==> config.mk <==
export PLATFORM = sky130hd
export DESIGN_NAME = lp_guard_timer
export DESIGN_NICKNAME = d
export VERILOG_FILES = /design/src/rtl/lpg_pkg.sv /design/src/rtl/lpg_tick_sync.sv /design/src/rtl/lpg_countdown.sv /design/src/rtl/lpg_regs.sv /design/src/rtl/lp_guard_timer.sv
export SDC_FILE = /design/constraint.sdc
export NUM_CORES = 1
export LEC_CHECK = 0
export BUFFER_PORTS_ARGS = -buffer_cell sky130_fd_sc_hd__buf_2
export CORE_AREA = 2 2 76 78
export DETAILED_ROUTE_END_ITERATION = 7
export DIE_AREA = 0 0 78 80
export GPL_TIMING_DRIVEN = 0
export PLACE_DENSITY = 0.72
export SLEW_MARGIN = 20
export SYNTH_ARGS = -nofsm -noshare
export SYNTH_HDL_FRONTEND = slang
export SYNTH_SLANG_ARGS = --single-unit
==> constraint.sdc <==
create_clock -name clk -period 2.35 [get_ports clk]
set_input_delay 0.1175 -clock clk [delete_from_list [all_inputs] [get_ports clk]]
set_output_delay 0.1175 -clock clk [all_outputs]
set_load 0.02 [all_outputs]
==> src/rtl/lpg_pkg.sv <==
package lpg_pkg;

   localparam int ADDR_W = 12;
   localparam int DATA_W = 32;

   localparam logic [ADDR_W-1:0] OFS_RATIO  = 12'h500;
   localparam logic [ADDR_W-1:0] OFS_ROLE   = 12'h510;
   localparam logic [ADDR_W-1:0] OFS_FLAG   = 12'h514;
   localparam logic [ADDR_W-1:0] OFS_RELOAD = 12'h520;

   localparam int RATIO_W = 6;

   typedef enum logic {
      ROLE_ALARM = 1'b0,
      ROLE_WDOG  = 1'b1
   } role_e;

   // cfg 0 is the times-one bypass; other settings report twice the multiplier
   function automatic logic [RATIO_W-1:0] ratio_code(input logic [1:0] cfg);
      if (cfg == 2'd0) return RATIO_W'(1);
      return RATIO_W'({cfg, 1'b0});
   endfunction

endpackage

==> src/rtl/lpg_tick_sync.sv <==
module lpg_tick_sync #(
   parameter int STAGES = 2
) (
   input  logic clk,
   input  logic rst_n,
   input  logic async_in,
   output logic tick
);
   localparam int LAST = STAGES;

   logic [LAST:0] chain_q;

   generate
      if (STAGES < 2) begin : g_bad_stages
         $error("lpg_tick_sync: STAGES must be at least 2");
      end
   endgenerate

   always_ff @(posedge clk) begin
      if (!rst_n) chain_q <= '0;
      else        chain_q <= {chain_q[LAST-1:0], async_in};
   end

   // last synchronised stage high, delayed copy still low: one rising edge
   assign tick = chain_q[LAST-1] & ~chain_q[LAST];

endmodule

==> src/rtl/lpg_countdown.sv <==
module lpg_countdown
   import lpg_pkg::*;
#(
   parameter int              CNT_W       = 16,
   parameter logic [CNT_W-1:0] RELOAD_INIT = 16'h00FF
) (
   input  logic             clk,
   input  logic             rst_n,
   input  logic             tick,
   input  logic             load,
   input  logic [CNT_W-1:0] load_val,
   input  logic [CNT_W-1:0] reload_val,
   input  role_e            role,
   output logic             wd_expire,
   output logic             alarm_q,
   output logic             wdog_q
);
   logic [CNT_W-1:0] cnt_q;
   logic             expire;

   assign expire    = tick && !load && (cnt_q == CNT_W'(1));
   assign wd_expire = expire && (role == ROLE_WDOG);

   always_ff @(posedge clk) begin
      if (!rst_n) begin
         cnt_q <= RELOAD_INIT;
      end else if (load) begin
         cnt_q <= load_val;
      end else if (tick) begin
         if (cnt_q == CNT_W'(1))      cnt_q <= reload_val;
         else if (cnt_q != '0)        cnt_q <= cnt_q - CNT_W'(1);
      end
   end

   always_ff @(posedge clk) begin
      if (!rst_n) begin
         alarm_q <= 1'b0;
         wdog_q  <= 1'b0;
      end else begin
         alarm_q <= expire && (role == ROLE_ALARM);
         wdog_q  <= expire && (role == ROLE_WDOG);
      end
   end

endmodule

==> src/rtl/lpg_regs.sv <==
module lpg_regs
   import lpg_pkg::*;
#(
   parameter int              CNT_W       = 16,
   parameter logic [CNT_W-1:0] RELOAD_INIT = 16'h00FF
) (
   input  logic              clk,
   input  logic              ext_rst_n,
   input  logic              core_rst_n,
   input  logic              bus_sel,
   input  logic              bus_wr,
   input  logic [ADDR_W-1:0] bus_addr,
   input  logic [DATA_W-1:0] bus_wdata,
   input  logic [1:0]        pll_cfg,
   input  logic              wd_expire,
   output logic [DATA_W-1:0] bus_rdata,
   output role_e             role,
   output logic              load,
   output logic [CNT_W-1:0]  load_val,
   output logic [CNT_W-1:0]  reload_val,
   output logic              flag
);
   logic             wr_en;
   role_e            role_q;
   logic [CNT_W-1:0] reload_q;
   logic             flag_q;

   assign wr_en = bus_sel && bus_wr;

   always_ff @(posedge clk) begin
      if (!core_rst_n) begin
         role_q   <= ROLE_ALARM;
         reload_q <= RELOAD_INIT;
      end else if (wr_en) begin
         if (bus_addr == OFS_ROLE)   role_q   <= role_e'(bus_wdata[0]);
         if (bus_addr == OFS_RELOAD) reload_q <= bus_wdata[CNT_W-1:0];
      end
   end

   // sticky cause flag: only the pin reset reaches it
   always_ff @(posedge clk) begin
      if (!ext_rst_n)     flag_q <= 1'b0;
      else if (wd_expire) flag_q <= 1'b1;
   end

   assign load       = wr_en && (bus_addr == OFS_RELOAD);
   assign load_val   = bus_wdata[CNT_W-1:0];
   assign reload_val = reload_q;
   assign role       = role_q;
   assign flag       = flag_q;

   always_comb begin
      bus_rdata = '0;
      if (bus_sel && !bus_wr) begin
         unique case (bus_addr)
            OFS_RATIO:  bus_rdata = DATA_W'(ratio_code(pll_cfg));
            OFS_ROLE:   bus_rdata = DATA_W'(role_q);
            OFS_FLAG:   bus_rdata = DATA_W'(flag_q);
            OFS_RELOAD: bus_rdata = DATA_W'(reload_q);
            default:    bus_rdata = '0;
         endcase
      end
   end

endmodule

==> src/rtl/lp_guard_timer.sv <==
module lp_guard_timer
   import lpg_pkg::*;
#(
   parameter int              CNT_W       = 16,
   parameter int              SYNC_STAGES = 2,
   parameter logic [CNT_W-1:0] RELOAD_INIT = 16'h00FF
) (
   input  logic              clk,
   input  logic              ext_rst_n,
   input  logic              cpu_rst_n,
   input  logic              slow_clk,
   input  logic [1:0]        pll_cfg,
   input  logic              bus_sel,
   input  logic              bus_wr,
   input  logic [ADDR_W-1:0] bus_addr,
   input  logic [DATA_W-1:0] bus_wdata,
   output logic [DATA_W-1:0] bus_rdata,
   output logic              alarm_pulse,
   output logic              wdog_rst_req
);
   generate
      if (CNT_W < 2 || CNT_W > DATA_W) begin : g_bad_width
         $error("lp_guard_timer: CNT_W must lie in 2..DATA_W");
      end
   endgenerate

   logic             core_rst_n;
   logic             tick;
   logic             load;
   logic [CNT_W-1:0] load_val;
   logic [CNT_W-1:0] reload_val;
   logic             wd_expire;
   logic             wd_flag;
   role_e            role;

   assign core_rst_n = ext_rst_n & cpu_rst_n;

   lpg_tick_sync #(.STAGES(SYNC_STAGES)) u_sync (
      .clk      (clk),
      .rst_n    (core_rst_n),
      .async_in (slow_clk),
      .tick     (tick)
   );

   lpg_regs #(.CNT_W(CNT_W), .RELOAD_INIT(RELOAD_INIT)) u_regs (
      .clk        (clk),
      .ext_rst_n  (ext_rst_n),
      .core_rst_n (core_rst_n),
      .bus_sel    (bus_sel),
      .bus_wr     (bus_wr),
      .bus_addr   (bus_addr),
      .bus_wdata  (bus_wdata),
      .pll_cfg    (pll_cfg),
      .wd_expire  (wd_expire),
      .bus_rdata  (bus_rdata),
      .role       (role),
      .load       (load),
      .load_val   (load_val),
      .reload_val (reload_val),
      .flag       (wd_flag)
   );

   lpg_countdown #(.CNT_W(CNT_W), .RELOAD_INIT(RELOAD_INIT)) u_count (
      .clk        (clk),
      .rst_n      (core_rst_n),
      .tick       (tick),
      .load       (load),
      .load_val   (load_val),
      .reload_val (reload_val),
      .role       (role),
      .wd_expire  (wd_expire),
      .alarm_q    (alarm_pulse),
      .wdog_q     (wdog_rst_req)
   );

endmodule

## Word-level counts from Yosys, hierarchy flattened

Index checks and enable logic that the tools add are counted.
W data, S select, Z words.

| storage, ports and cells | value |
|---|---|
| output and inout port bits | 34 |
| input bits | 52 |
| register bits after elaboration | 39 |

| operators by class | value |
|---|---|
| eq/ne operators | 5 |
| reductions and logical operators | 16 |
| add/subtract/negate cells | 1 |
| bitwise operators | 4 |
| mux-type cells | 11 |

Operators with widths:

| cell | number |
|---|---|
| $mux W16 | 4 |
| $pmux W16 S4 | 1 |
| $eq A12 B11 Y1 const B | 4 |
| $mux W32 | 1 |
| $eq A16 B1 Y1 const B | 1 |
| $reduce_bool A16 Y1 | 1 |
| $sub A16 B1 Y16 const B | 1 |
| $mux W6 | 2 |
| $logic_and A1 B1 Y1 | 7 |
| $reduce_and A2 Y1 | 3 |
| $mux W1 | 3 |
| $reduce_bool A3 Y1 | 1 |
| $and A1 B1 Y1 | 2 |
| $logic_not A1 Y1 | 2 |
| $logic_not A2 Y1 | 1 |
| $not A1 Y1 | 2 |
| $reduce_bool A2 Y1 | 1 |

## Logic depth before layout (Yosys ltp)

Gate-level depths: netlist of the first run.

| logic depth | value |
|---|---|
| depth after elaboration | 7 |
| depth in mapped cells | 9 |
| gate-level depth less buffers | 8 |

## By module

A second synthesis of the first run with hierarchy kept.

| second synthesis, totals | value |
|---|---|
| cells, all modules | 330 |
| area total of the unflattened synthesis | 2730.1 sq um |

By module, submodules not included:

| module | times used | seq. area each (sq um) | area each (sq um) | cells an instance |
|---|---|---|---|---|
| lpg_countdown | 1 | 360.3 | 1367.6 | 177 |
| lpg_regs | 1 | 360.3 | 1263.7 | 145 |
| lpg_tick_sync | 1 | 60.1 | 92.6 | 7 |
| lp_guard_timer | 1 | 0.0 | 6.3 | 1 |

## Worst setup path after synthesis of the first run

Ideal clock, no wire load.

| timing path | value |
|---|---|
| path type | register to register |
| start | reg u_count.cnt_q[8] |
| end | reg u_count.cnt_q[9] |
| setup slack | 0.105 ns |
| period minus slack after synthesis | 2.245 ns |
| stages on the path, launching flop included | 7 |
| path buffers | 0 |
| data required time | 2.231 ns |
| library setup time | 0.119 ns |
| arrival | 2.125 ns |
| path through | dfxtp_1 -> or4_4 -> or3_4 -> or4_4 -> o21ai_0 -> a21o_2 -> a21oi_1 |

| between the ends | value |
|---|---|
| word-level cells in the longest chain between the ends | 5 |
| elaborated cells between the ends (all ways) | 9 |
| those cells by class | 1 x add/sub; 1 x eq/ne; 4 x mux; 3 x reduce/logical |

RTL lines:

| item | RTL line | RTL |
|---|---|---|
| from (decl) | lpg_countdown.sv:18 | `logic [CNT_W-1:0] cnt_q;` |
| from (signal assigned) | lpg_countdown.sv:28 | `cnt_q <= load_val;` |
| from (signal assigned) | lpg_countdown.sv:30 | `if (cnt_q == CNT_W'(1)) cnt_q <= reload_val;` |
| from (signal assigned) | lpg_countdown.sv:31 | `else if (cnt_q != '0) cnt_q <= cnt_q - CNT_W'(1);` |
| $sub A16 B1 Y16 | lpg_countdown.sv:31 |  |
| $mux W16 | lpg_countdown.sv:31 |  |
| $mux W16 | lpg_countdown.sv:30 |  |
| $mux W16 | lpg_countdown.sv:29 | `end else if (tick) begin` |
| $mux W16 | lpg_countdown.sv:27 | `end else if (load) begin` |

Parallel ways exist; a longest one is shown, timed or not. The select of a mux whose other input is x is not followed.
A chain may end at the register's enable or synchronous reset.

## Final worst setup path of the first run

| timing path | value |
|---|---|
| start | reg u_count.cnt_q[8] |
| end | reg u_regs.flag_q (netlist: u_regs.flag) |

| between the ends | value |
|---|---|
| word-level cells in the longest chain between the ends | 3 |

RTL lines:

| item | RTL line | RTL |
|---|---|---|
| $eq A16 B1 Y1 | lpg_countdown.sv:21 | `assign expire = tick && !load && (cnt_q == CNT_W'(1));` |
| $logic_and A1 B1 Y1 | lpg_countdown.sv:21 |  |
| $logic_and A1 B1 Y1 | lpg_countdown.sv:22 | `assign wd_expire = expire && (role == ROLE_WDOG);` |
| to (signal assigned) | lpg_regs.sv:42 | `if (!ext_rst_n) flag_q <= 1'b0;` |
| to (signal assigned) | lpg_regs.sv:43 | `else if (wd_expire) flag_q <= 1'b1;` |
| to (decl) | lpg_regs.sv:26 | `logic flag_q;` |

No other way between the ends.

==> impl.org, run 1 <==
** Outcome
- Status :: complete, no violations

** Synth
- Synth Flop Type :: dfxtp_1
- During synthesis, Yosys emitted a total of 0 warnings.
- Proportion of synthesized flip-flops having asynchronous set or reset :: 0
- Library cell occupying the most area in the post-synthesis netlist :: dfxtp_1
- Top post-synthesis cells by area :: dfxtp_1 33%, nand2_1 7.7%, a21oi_1 5.5%
- Synthesis inferred 39 register bits.
- The synthesized netlist occupies a cell area of 2350 um^2.
- Of the post-synthesis cell area, the dominant cell type holds 0.332.
- Synth unique cells :: 47
- Sequential element share of the synthesized area :: 0.332
- A synthesized cell averages 7.63 um^2.
- Most frequent cells after synthesis :: 48 x nand2_1, 39 x dfxtp_1, 29 x nor2_1
- nand2_1 is the most common cell in the netlist.
- Number of enable flip-flop cells after synthesis :: 0
- Post-synthesis cell count :: 308

** Final layout
- Post-route insts no fill :: 457
- Measured on the finished design, the core utilization comes to 0.541.
- Area growth from synthesis to final layout :: 24.5%
- N_diodes :: 0
- With fillers left out, the area of the finished cells amounts to 2920 um^2.
- The final layout contains 439 nets.
- Fraction of layout instances using a drive strength above 1 :: 0.278
- Counting the fill cells in the layout gives 547.

** Clock tree
- Total clock buffers created by CTS :: 5
- Clock-pin slew was measured on the worst setup and hold paths at 80 ps.
- The longest clock path from root to sink contains 2 buffers.
- Number of sinks on the clock net :: 39
- In this run, post-CTS hold repair placed 0 buffers.
- CTS H-Tree Depth :: 2
- The cell sitting at the root of the clock tree is a clkbuf_8.
- For the worst-skew pair, the clock arrives at the later sink with an insertion delay of 300 ps.
- TritonCTS built the clock tree.

** Detailed routing
- After detailed routing, the number of remaining DRC violations is 0.
- Antenna viol nets, final :: 0
- Via count of the routed design :: 2396
- Total Wirelength :: 6170 um
- After detailed routing, the number of vias per cell comes to 5.24.
- The detailed router finished its first iteration with 122 violations.
- Dividing the detail-routed wire length by the instance count gives 13.5 um.
- DRT Pass-1 Iters :: 6

** Timing
- Hold Vio Cnt, Final :: 0
- Final worst path period need :: 2290 ps
- Worst Hold Margin :: 41.9 ps
- Clock skew after layout :: 8.09 ps
- Final setup violating endpoints :: 0
- For the final routed database, the setup TNS stands at 0 ps.
- Pin slew with the least headroom to its limit :: 765 ps
- Setup repair after global routing could not meet its margin everywhere.
- The total count of max-transition violations in the final report came to 0.
- Remaining max-slew budget at the tightest pin :: 0.486
- Final Cycle Share :: 0.975
- Timing-limited maximum frequency :: 437 MHz

** GRT
- The number of antenna violations at the first check in global routing came to 0.
- Maximum number of pins on one net before global-route repair :: 13
- Via count of the first global-routing pass :: 2137
- GRT Util Overall :: 0.198
- Summed over all layers, the global routing overflow is 0.
- Global-route wire length before repair :: 9670 um

** Setup path
- The critical path goes through or4_4 > or3_4 > or4_4 > nor3_4 > a21oi_1 > nor2b_1.
- STA classifies the critical path endpoint as a register.
- Critical path depth in cells :: 6
- Broken down by cell family, the worst path's largest delay share belongs to simple AND/OR/NAND/NOR gates.
- Category of the most critical setup path :: reg2reg
- Count of buffering cells on the critical path with inverters included :: 0
- Worst endpoint required time :: 2590 ps
- Measured in cells, the most critical reg-to-reg path has a length of 6.
- Top cell by count, worst path :: or4_4
- Sort of element at the start of the critical path :: register
- Slowest cell on crit path :: or4_4
- Highest cell delay on the worst timing path :: 580 ps
- Arrival time of data at the critical path endpoint :: 2530 ps
- Worst-path fanout max :: 7

** Place
- Port buffering added 52 buffers.
- After detailed placement, the total cell area comes to 2760 um^2.
- Dpl cells :: 447
- Summed over all nets, the half-perimeter wirelength after detailed placement is 4540 um.
- Routability-driven placement finished with a final weighted congestion of 0.940.

** Hold path
- Cell depth of the worst min-delay path :: 3
- Path category of the worst min-delay check :: in2reg

** Die
- Die outline width :: 78 um
- Height of the chip :: 80 um
- Cell Rows :: 27
- The core region is 5410 um^2.
- Initial standard-cell utilization of the core :: 0.434
- 86 I/O pins were placed.
- The die covers 6240 um^2.

** Job
- The tool flagged a number of max-cap violations equal to 0.

** Power and ir drop
- Maximum resistive drop on vdd :: 0.000355 V
- In this run the static leakage power is 1.23 nW.
- In this run the power density over the cells is 424 nW/um^2.
## logic make-up (layout without fill, tap and decap cells)
family,count (synthesis),after routing,synth area share
muxes,5,5,0.0218
buffers and inverters,34,96,0.0799
xor gates and xnor gates,8,8,0.0298
AOI/OAI and AO/OA,70,70,0.179
DFF,39,39,0.332
other,1,16,0.00160
and+or+nand+nor,148,148,0.339
adders and majority gates,3,3,0.0160
## state kept, by name (all words and copies together), names as in the netlist
register           cells
u_count.wdog_q         1
u_count.alarm_q        1
u_count.cnt_q         16
u_sync.chain_q         3
u_regs.reload_val     16
u_regs.role            1
u_regs.flag            1
## where the power goes
part           total [mW]  switching (mW)  internal [mW]
clock               0.446           0.243          0.203
sequential          0.665         0.00242          0.663
combinational       0.127          0.0723         0.0548
## worst paths after layout
path | slack, ps | to | startpoint
setup / recovery | 60 | u_regs.flag | u_count.cnt_q[8]
hold / removal | 40 | u_regs.reload_val[3] | bus_wdata[3]
setup reg to reg | 60 | u_regs.flag | u_count.cnt_q[8]
hold reg to reg | 460 | u_regs.reload_val[10] | u_regs.reload_val[10]
## per-layer routing
metal	up-vias	share of wire	global-route usage
met5	-	0	0
met4	0	0.013	0.0737
met3	8	0.065	0.0396
met2	93	0.48	0.340
met1	1084	0.45	0.246
li1	1211	-	-
## final cells by class
type	count	area (um^2)	area share
clock inverters	3	15.0	0.00513
clock buffers	5	68.8	0.0235
inverters	3	11.3	0.00385
multi-input cells	250	1500	0.513
well taps	72	90.1	0.0308
repair buffers	54	275	0.0941
plain buffers	31	180	0.0616
flip-flops and latches	39	785	0.268
## repair_timing
item | CTS | global route
gates resized for setup | 5 | 14
setup buffers | 0 | 2
endpoints found under the setup margin | 20 | 42
pin swaps | 0 | 3
hold endpoints to repair | 0 | 0
## per-stage QoR
| stage | total power [mW] | setup WS [ps] |
|---|---|---|
| finish | 1.24 | 59.4 |
| CTS | 1.24 | 3.55 |
| floorplan | 0.758 | 105 |
| detailed placement | 0.803 | -148 |
| global placement | 0.802 | -134 |
| global route | 1.28 | -101 |
## cell usage in the layout, fill, tap and decap left out, types with 5 or more instances in the layout
cell	n
conb_1	16
o211ai_1	6
buf_4	18
clkbuf_1	12
nand3_1	11
a21oi_1	26
a211oi_1	6
o21ai_0	19
buf_2	53
nor2_1	28
dfxtp_1	36
nand2_1	48
and2_1	14
clkbuf_8	5
## tightest hold or removal path, delay by kind of cell
kind | cells | cell delay, ps
and+or+nand+nor | 2 | 100
buffers and inverters | 1 | 90
No activity file was read; power rests on OpenSTA's default activity.
==> inputs of run 2 (changes only) <==
--- a/config.mk
+++ b/config.mk
@@ -7,10 +7,11 @@
 export LEC_CHECK = 0
 export BUFFER_PORTS_ARGS = -buffer_cell sky130_fd_sc_hd__buf_2
 export CORE_AREA = 2 2 76 78
+export CTS_CLUSTER_SIZE = 8
 export DETAILED_ROUTE_END_ITERATION = 7
 export DIE_AREA = 0 0 78 80
 export GPL_TIMING_DRIVEN = 0
-export PLACE_DENSITY = 0.72
+export PLACE_DENSITY = 0.74
 export SLEW_MARGIN = 20
 export SYNTH_ARGS = -nofsm -noshare
 export SYNTH_HDL_FRONTEND = slang
==> impl.org, run 2 (same netlist as run 1, synthesis figures left out) <==
** Outcome
- The flow ran to the end, and the final reports show no timing, DRC or antenna violations.

** Timing
- The final clock period utilization by the worst path came to 0.968 (-0.00634).
- Setup repair after global routing could not meet its margin everywhere.
- The total count of max-transition violations in the final report came to 0 (unchanged).
- Pin slew with the least headroom to its limit :: 761 ps (-3.51 ps)
- The worst-case clock skew is 8.25 ps (+0.158 ps).
- The final worst slack is 74.3 ps (+14.9 ps).
- The post-route minimum period was 2280 ps (-14.9 ps).
- The setup-violating endpoint count in the final report was 0 (unchanged).
- The tightest slew margin relative to the limit is 0.488 (+0.00236).
- The sum of negative setup slack came to 0 ps (unchanged).
- Worst Hold Margin :: 41.8 ps (-0.0668 ps)
- Timing-limited maximum frequency :: 439 MHz (+0.65%)
- The number of endpoints with negative hold slack in the final report was 0 (unchanged).

** Power and ir drop
- Design internal power :: 0.921 mW (about the same)
- The power spent charging and discharging nets is 0.315 mW (-1.1%).
- Maximum resistive drop on vdd :: 0.000388 V (+9.1%)
- Power density cells :: 423 nW/um^2 (-0.14%)
- The cell leakage power came to 1.23 nW (-0.24%).
- Share of power burned in registers :: 0.539 (+0.002)
- The clock network fraction of design power came to 0.358 (-0.002).
- Sw Share :: 0.255 (-0.00202)
- The post-layout total power is 1.24 mW (-0.27%).
- The fraction of power consumed by combinational cells was 0.103 (about the same).

** Hold path
- The path class of the tightest hold or removal check is in2reg.

** Place
- The detailed placer's ending HPWL came to 4710 um (+3.6%).
- The count of port buffers added during placement was 52 (unchanged).
- The post-place instance area is 2760 um^2 (unchanged).
- Dpl cells :: 447 (unchanged)
- The final weighted congestion in routability-driven placement came to 0.893 (-5.0%).
- Setup slack after placement :: -116 ps (+32.1 ps)

** GRT
- The largest net degree at the start of global routing was 13 (unchanged).
- GRT met1 Usage :: 0.253 (+0.00766)
- The met2 track demand over resource in global routing was 0.334 (-0.00517).
- The number of antenna violations at the first check in global routing is 0 (unchanged).
- The wire length of the first global-routing pass was 9920 um (+2.5%).
- Global route hottest layer :: met2
- Routing usage on met3 :: 0.0464 (+0.00679)
- GRT Util Overall :: 0.199 (+0.000962)
- The residual overflow from global routing is 0 (unchanged).
- The via count of the first global-routing pass came to 2141 (+0.19%).

** Final layout
- Commonest cells after routing, fill and taps aside :: 53 x buf_2, 48 x nand2_1, 37 x dfxtp_1, 28 x nor2_1, 26 x a21oi_1
- N_diodes :: 0 (unchanged)
- Number of nets in the finished design :: 438 (-0.23%)
- Post-route insts no fill :: 456 (-0.22%)
- Area growth from synthesis to final layout :: 24.3%
- Filler cell count :: 536 (-2.0%)
- The final cell utilization of the core is 0.540 (-0.000694).
- Leading cell type in the layout, fill and taps excluded :: buf_2
- The share of cells above drive strength 1 was 0.271 (-0.00709).
- The final non-filler cell area was 2920 um^2 (-0.13%).

** Detailed routing
- The number of detailed-route iterations in the first pass was 4 (-2).
- Antenna viol nets, final :: 0 (unchanged)
- The total number of vias came to 2385 (-0.46%).
- Vias per inst :: 5.23 (-0.24%)
- The wire length per cell was 13.5 um (about the same).
- The residual DRC count was 0 (unchanged).
- The post-detailed-routing wire length was 6160 um (-0.13%).
- Initial drt markers :: 125 (+2.5%)

** Job
- Number of max-cap violations :: 0 (unchanged)

** Die
- Die outline area :: 6240 um^2 (unchanged)
- Die outline width :: 78 um (unchanged)
- The y dimension of the die came to 80 um (unchanged).
- The I/O pin count came to 86 (unchanged).
- Initial standard-cell utilization of the core :: 0.434 (unchanged)
- Cell Rows :: 27 (unchanged)
- Core region area :: 5410 um^2 (unchanged)

** Clock tree
- Clock network latency to the later pin of the worst-skew pair :: 300 ps (about the same)
- The clock-pin slew on the worst setup and hold paths is 80 ps (about the same).
- Root buffer cell :: clkbuf_8
- The number of H-tree levels came to 2 (unchanged).
- Maximum buffer depth of the clock tree :: 2 (unchanged)
- The TritonCTS buffer count is 5 (unchanged).
- TritonCTS built the clock tree.
- The total clock sinks is 39 (unchanged).

** Setup path
- Arrival time of data at the critical path endpoint :: 2520 ps (about the same)
- Worst endpoint required time :: 2590 ps (about the same)
- The largest fanout on the critical path is 6 (-1).
- Crit-path cells :: or3_2 > or3_4 > or4_4 > nor3_4 > and3_2
- Highest cell delay on the worst timing path :: 540 ps (-40 ps)
- Sort of element at the start of the critical path :: register
- STA classifies the critical path endpoint as a register.
- Category of the most critical setup path :: reg2reg
- The worst-case register-to-register setup slack was 70 ps (about the same).
- On the critical path, the stage with the largest delay is an instance of or3_2.
[run 2: changes by cell type in the layout (fill, tap and decap cells not counted), sizes merged]
cell	change
buf	-1
[run 2: final timing paths]
check                                            end  cells past startpoint                  from
worst max-delay path                  u_count.wdog_q                      5      u_count.cnt_q[5]
worst min-delay path            u_regs.reload_val[3]                      3          bus_wdata[3]
worst max register to register        u_count.wdog_q                      5      u_count.cnt_q[5]
worst min register to register  u_regs.reload_val[8]                      2  u_regs.reload_val[8]
[run 2: final cells by class]
cell class | instances | area [um^2] | area share
multi-input combinational | 250 | 1500 | 0.514
sequential | 39 | 783 | 0.268
timing repair buffer | 53 | 268 | 0.0917
buffer | 31 | 183 | 0.0626
tap | 72 | 90.1 | 0.0308
clock buffer | 5 | 68.8 | 0.0236
clock inverter | 3 | 15.0 | 0.00514
inverter | 3 | 11.3 | 0.00386
[run 2: timing repair]
item,CTS,global route
setup buffers,0,1
gates resized for setup,8,12
hold buffers,0,0
pin swaps,0,4
endpoints found under the setup margin,18,31
cloned,0,0
[run 2: power by group through the flow]
stage,Sequential (mW),Combinational (mW),Clock (mW)
2_1_floorplan,0.680,0.0778,0
3_3_place_gp,0.680,0.122,0
3_5_place_dp,0.681,0.123,0
4_1_cts,0.665,0.124,0.444
5_1_grt,0.665,0.140,0.475
6_report,0.665,0.128,0.442
[run 2: metal layers]
| metal | part of all wire | wire [um] |
|---|---|---|
| met3 | 0.083 | 509 |
| met4 | 0.014 | 85 |
| met1 | 0.43 | 2660 |
| met2 | 0.47 | 2910 |
| met5 | 0 | 0 |
[run 2: critical path: cells and delay by family (launching register included)]
kind          cells  cell delay (ps)
simple gates      5             1850
flops             1              360
==> inputs of run 3 (changes only) <==
--- a/config.mk
+++ b/config.mk
@@ -5,13 +5,14 @@
 export SDC_FILE = /design/constraint.sdc
 export NUM_CORES = 1
 export LEC_CHECK = 0
+export ABC_AREA = 1
 export BUFFER_PORTS_ARGS = -buffer_cell sky130_fd_sc_hd__buf_2
-export CORE_AREA = 2 2 76 78
+export CORE_AREA = 2 2 80 82
 export CTS_CLUSTER_SIZE = 8
 export DETAILED_ROUTE_END_ITERATION = 7
-export DIE_AREA = 0 0 78 80
+export DIE_AREA = 0 0 82 84
 export GPL_TIMING_DRIVEN = 0
-export PLACE_DENSITY = 0.74
+export PLACE_DENSITY = 0.75
 export SLEW_MARGIN = 20
 export SYNTH_ARGS = -nofsm -noshare
 export SYNTH_HDL_FRONTEND = slang
==> impl.org, run 3 <==
** Power and ir drop
- Static Leak :: 1.78 nW (+45%)
- Maximum resistive drop on vdd :: 0.000265 V (-32%)
- The power per cell area came to 390 nW/um^2 (-7.8%).

** Timing
- The post-route minimum period came to 1750 ps (-522 ps).
- The setup-violating endpoint count in the final report was 0 (unchanged).
- The total count of max-transition violations in the final report came to 0 (unchanged).
- The worst-case clock skew was 8.30 ps (+0.0548 ps).
- The sum of negative setup slack was 0 ps (unchanged).
- Setup repair after global routing missed its margin :: no
- Hold Vio Cnt, Final :: 0 (unchanged)
- Timing-limited maximum frequency :: 570 MHz (+30%)
- Final Cycle Share :: 0.746 (-0.222)

** Clock tree
- Clock input transition at the sequential cells of the worst setup and hold paths :: 80 ps (about the same)
- The number of H-tree levels was 2 (unchanged).
- The total of hold buffers inserted after clock tree synthesis is 0 (unchanged).
- TritonCTS clock tree :: yes
- The clock network latency to the later pin of the worst-skew pair was 300 ps (about the same).
- Root buffer cell :: clkbuf_8
- Maximum buffer depth of the clock tree :: 2 (unchanged)
- CTS resizes :: 0 (-8)
- Setup Fix Bufs, Post-CTS :: 0 (unchanged)
- The TritonCTS buffer count was 5 (unchanged).
- The total clock sinks came to 39 (unchanged).

** Final layout
- The final non-filler cell area came to 3230 um^2 (+11%).
- Fraction of layout instances using a drive strength above 1 :: 0.225 (-0.0453)
- N_diodes :: 0 (unchanged)
- In the layout the commonest cells are 127 x nand2_1, 65 x nor2_1, 57 x buf_2, 44 x inv_1, 43 x nand3_1.
- Leading cell type in the layout, fill and taps excluded :: nand2_1
- Number of nets in the finished design :: 564 (+29%)
- Area growth from synthesis to final layout :: 18.5%

** Die
- The die footprint is 6890 um^2 (+10%).
- Cell Rows :: 29 (+7.4%)
- Core region area :: 6100 um^2 (+13%)
- The I/O pin count was 86 (unchanged).
- Initial standard-cell utilization of the core :: 0.447 (+0.0126)
- The die outline width is 82 um (+5.1%).
- The y dimension of the die is 84 um (+5.0%).

** Setup path
- Worst Reg2Reg Path Length in Cells :: 9 (+4)
- Worst-path fanout max :: 6 (unchanged)
- Sort of element at the start of the critical path :: register
- The worst setup path is captured at a register.
- The critical path is of the reg2reg type.
- Worst endpoint required time :: 2550 ps (-40 ps)
- The data arrival time of the worst path was 1950 ps (-570 ps).

** Detailed routing
- Initial drt markers :: 192 (+54%)
- The residual antenna-violating net count after detailed routing is 0 (unchanged).
- The number of detailed-route iterations in the first pass is 5 (+1).
- Routed WL per cell :: 11.6 um (-14%)
- Post-route DRC :: 0 (unchanged)
- The post-detailed-routing wire length is 6840 um (+11%).
- The vias per cell is 4.77 (-8.8%).
- The total number of vias is 2800 (+17%).

** Place
- Port Buf Inserts :: 53 (+1.9%)
- Hpwl dp :: 5330 um (+13%)
- GPL Wtd Cong :: 0.958 (+7.2%)
- The post-place instance area came to 3140 um^2 (+14%).

** Synth
- The count of flip-flops with a built-in enable after synthesis is 0 (unchanged).
- Most frequent cells after synthesis :: 127 x nand2_1, 65 x nor2_1, 44 x inv_1
- Top post-synthesis cells by area :: dfxtp_1 29%, nand2_1 17%, nor2_1 9.0%
- The number of synthesized register bits is 39 (unchanged).
- The average instance area after synthesis is 6.28 um^2 (-18%).
- Most frequent cell after synthesis :: nand2_1
- Of all cell types, the one taking the most synthesized area is dfxtp_1.
- Yosys warnings :: 0 (unchanged)
- The number of distinct standard cells referenced by the synthesized netlist is 33 (-30%).
- The portion of synthesized cell area occupied by the leading cell type came to 0.287 (-0.0459).
- The count of mapped cells out of synthesis was 434 (+41%).
- Cell area after synthesis :: 2730 um^2 (+16%)
- Synth Flop Type :: dfxtp_1
- Proportion of synthesized flip-flops having asynchronous set or reset :: 0 (unchanged)
- The share of the yosys chip area belonging to registers was 0.287 (-0.0459).

** GRT
- GRT Util Overall :: 0.214 (+0.0150)
- Global-route wire length before repair :: 11600 um (+17%)
- Congestion Overflow GR :: 0 (unchanged)
- The largest net degree at the start of global routing came to 13 (unchanged).
- Via count of the first global-routing pass :: 2536 (+18%)
- The number of antenna violations at the first check in global routing is 0 (unchanged).

** Job
- Number of max-cap violations :: 0 (unchanged)

** Outcome
- Status :: complete, no violations

** Hold path
- The path class of the tightest hold or removal check is in2reg.
- Cell depth of the worst min-delay path :: 3 (unchanged)
-- run 3: changes by cell type after synthesis, sizes merged, moves of 6 or more --
cell,before,now
and2,14,1
a21oi,26,15
nor4b,6,0
nor2,29,73
a211oi,6,0
nand2,48,139
nand3,11,46
buf,16,28
clkbuf,15,3
inv,3,46
nor4,7,1
-- run 3: layout make-up --
cell class / count / area, um^2
multi-input combinational: 333 / 1590
inverter: 46 / 173
clock buffer: 6 / 72.6
fill: 634 / 2870
sequential: 39 / 781
tap: 77 / 96.3
timing repair buffer: 53 / 265
buffer: 31 / 243
clock inverter: 2 / 12.5
-- run 3: critical path, stage by stage (launching register included) --
cell and delay [ps]:
dfxtp_1 350, inv_1 150, ha_1 230, nand2_1 110
nor2_1 380, a21boi_0 160, nor2_1 130, nor2_1 50
nor2_1 80, nor2_1 40
-- run 3: cells by family after synthesis --
kind of cell               synth area share
AOI/OAI and AO/OA                    0.0790
xor gates and xnor gates            0.00964
adders and majority gates            0.0138
buffers and inverters                 0.152
DFF                                   0.287
other                               0.00138
and+or+nand+nor                       0.457
-- run 3: final timing paths --
path                startpoint           endpoint  slack, ps
max           u_count.cnt_q[0]  u_count.cnt_q[10]        600
min                   slow_clk  u_sync.chain_q[0]         40
max reg2reg   u_count.cnt_q[0]  u_count.cnt_q[10]        600
min reg2reg  u_sync.chain_q[0]  u_sync.chain_q[1]        420
-- run 3: through the flow --
stage	utilization	total power, mW	hold WS [ps]	setup WS, ps	std cells
after global routing	0.530	1.32	39.5	443	587
after detailed placement	0.516	0.820	351	642	579
after floorplan	-	0.774	230	875	449
final	0.530	1.26	39.4	596	587
after CTS	0.530	1.27	37.0	624	587
after global placement	0.516	0.818	330	664	579
-- run 3: power by group --
group | total (mW) | internal [mW] | switching, mW
clock | 0.454 | 0.208 | 0.247
sequential | 0.667 | 0.663 | 0.00319
combinational | 0.138 | 0.0570 | 0.0814
-- run 3: per-layer routing --
layer | vias to the layer above | GRT usage | wire, um
li1 | 1477 | - | -
met1 | 1229 | 0.297 | 3140
met2 | 89 | 0.338 | 3210
met3 | 5 | 0.0368 | 428
met4 | 0 | 0.0606 | 60
met5 | - | 0 | 0
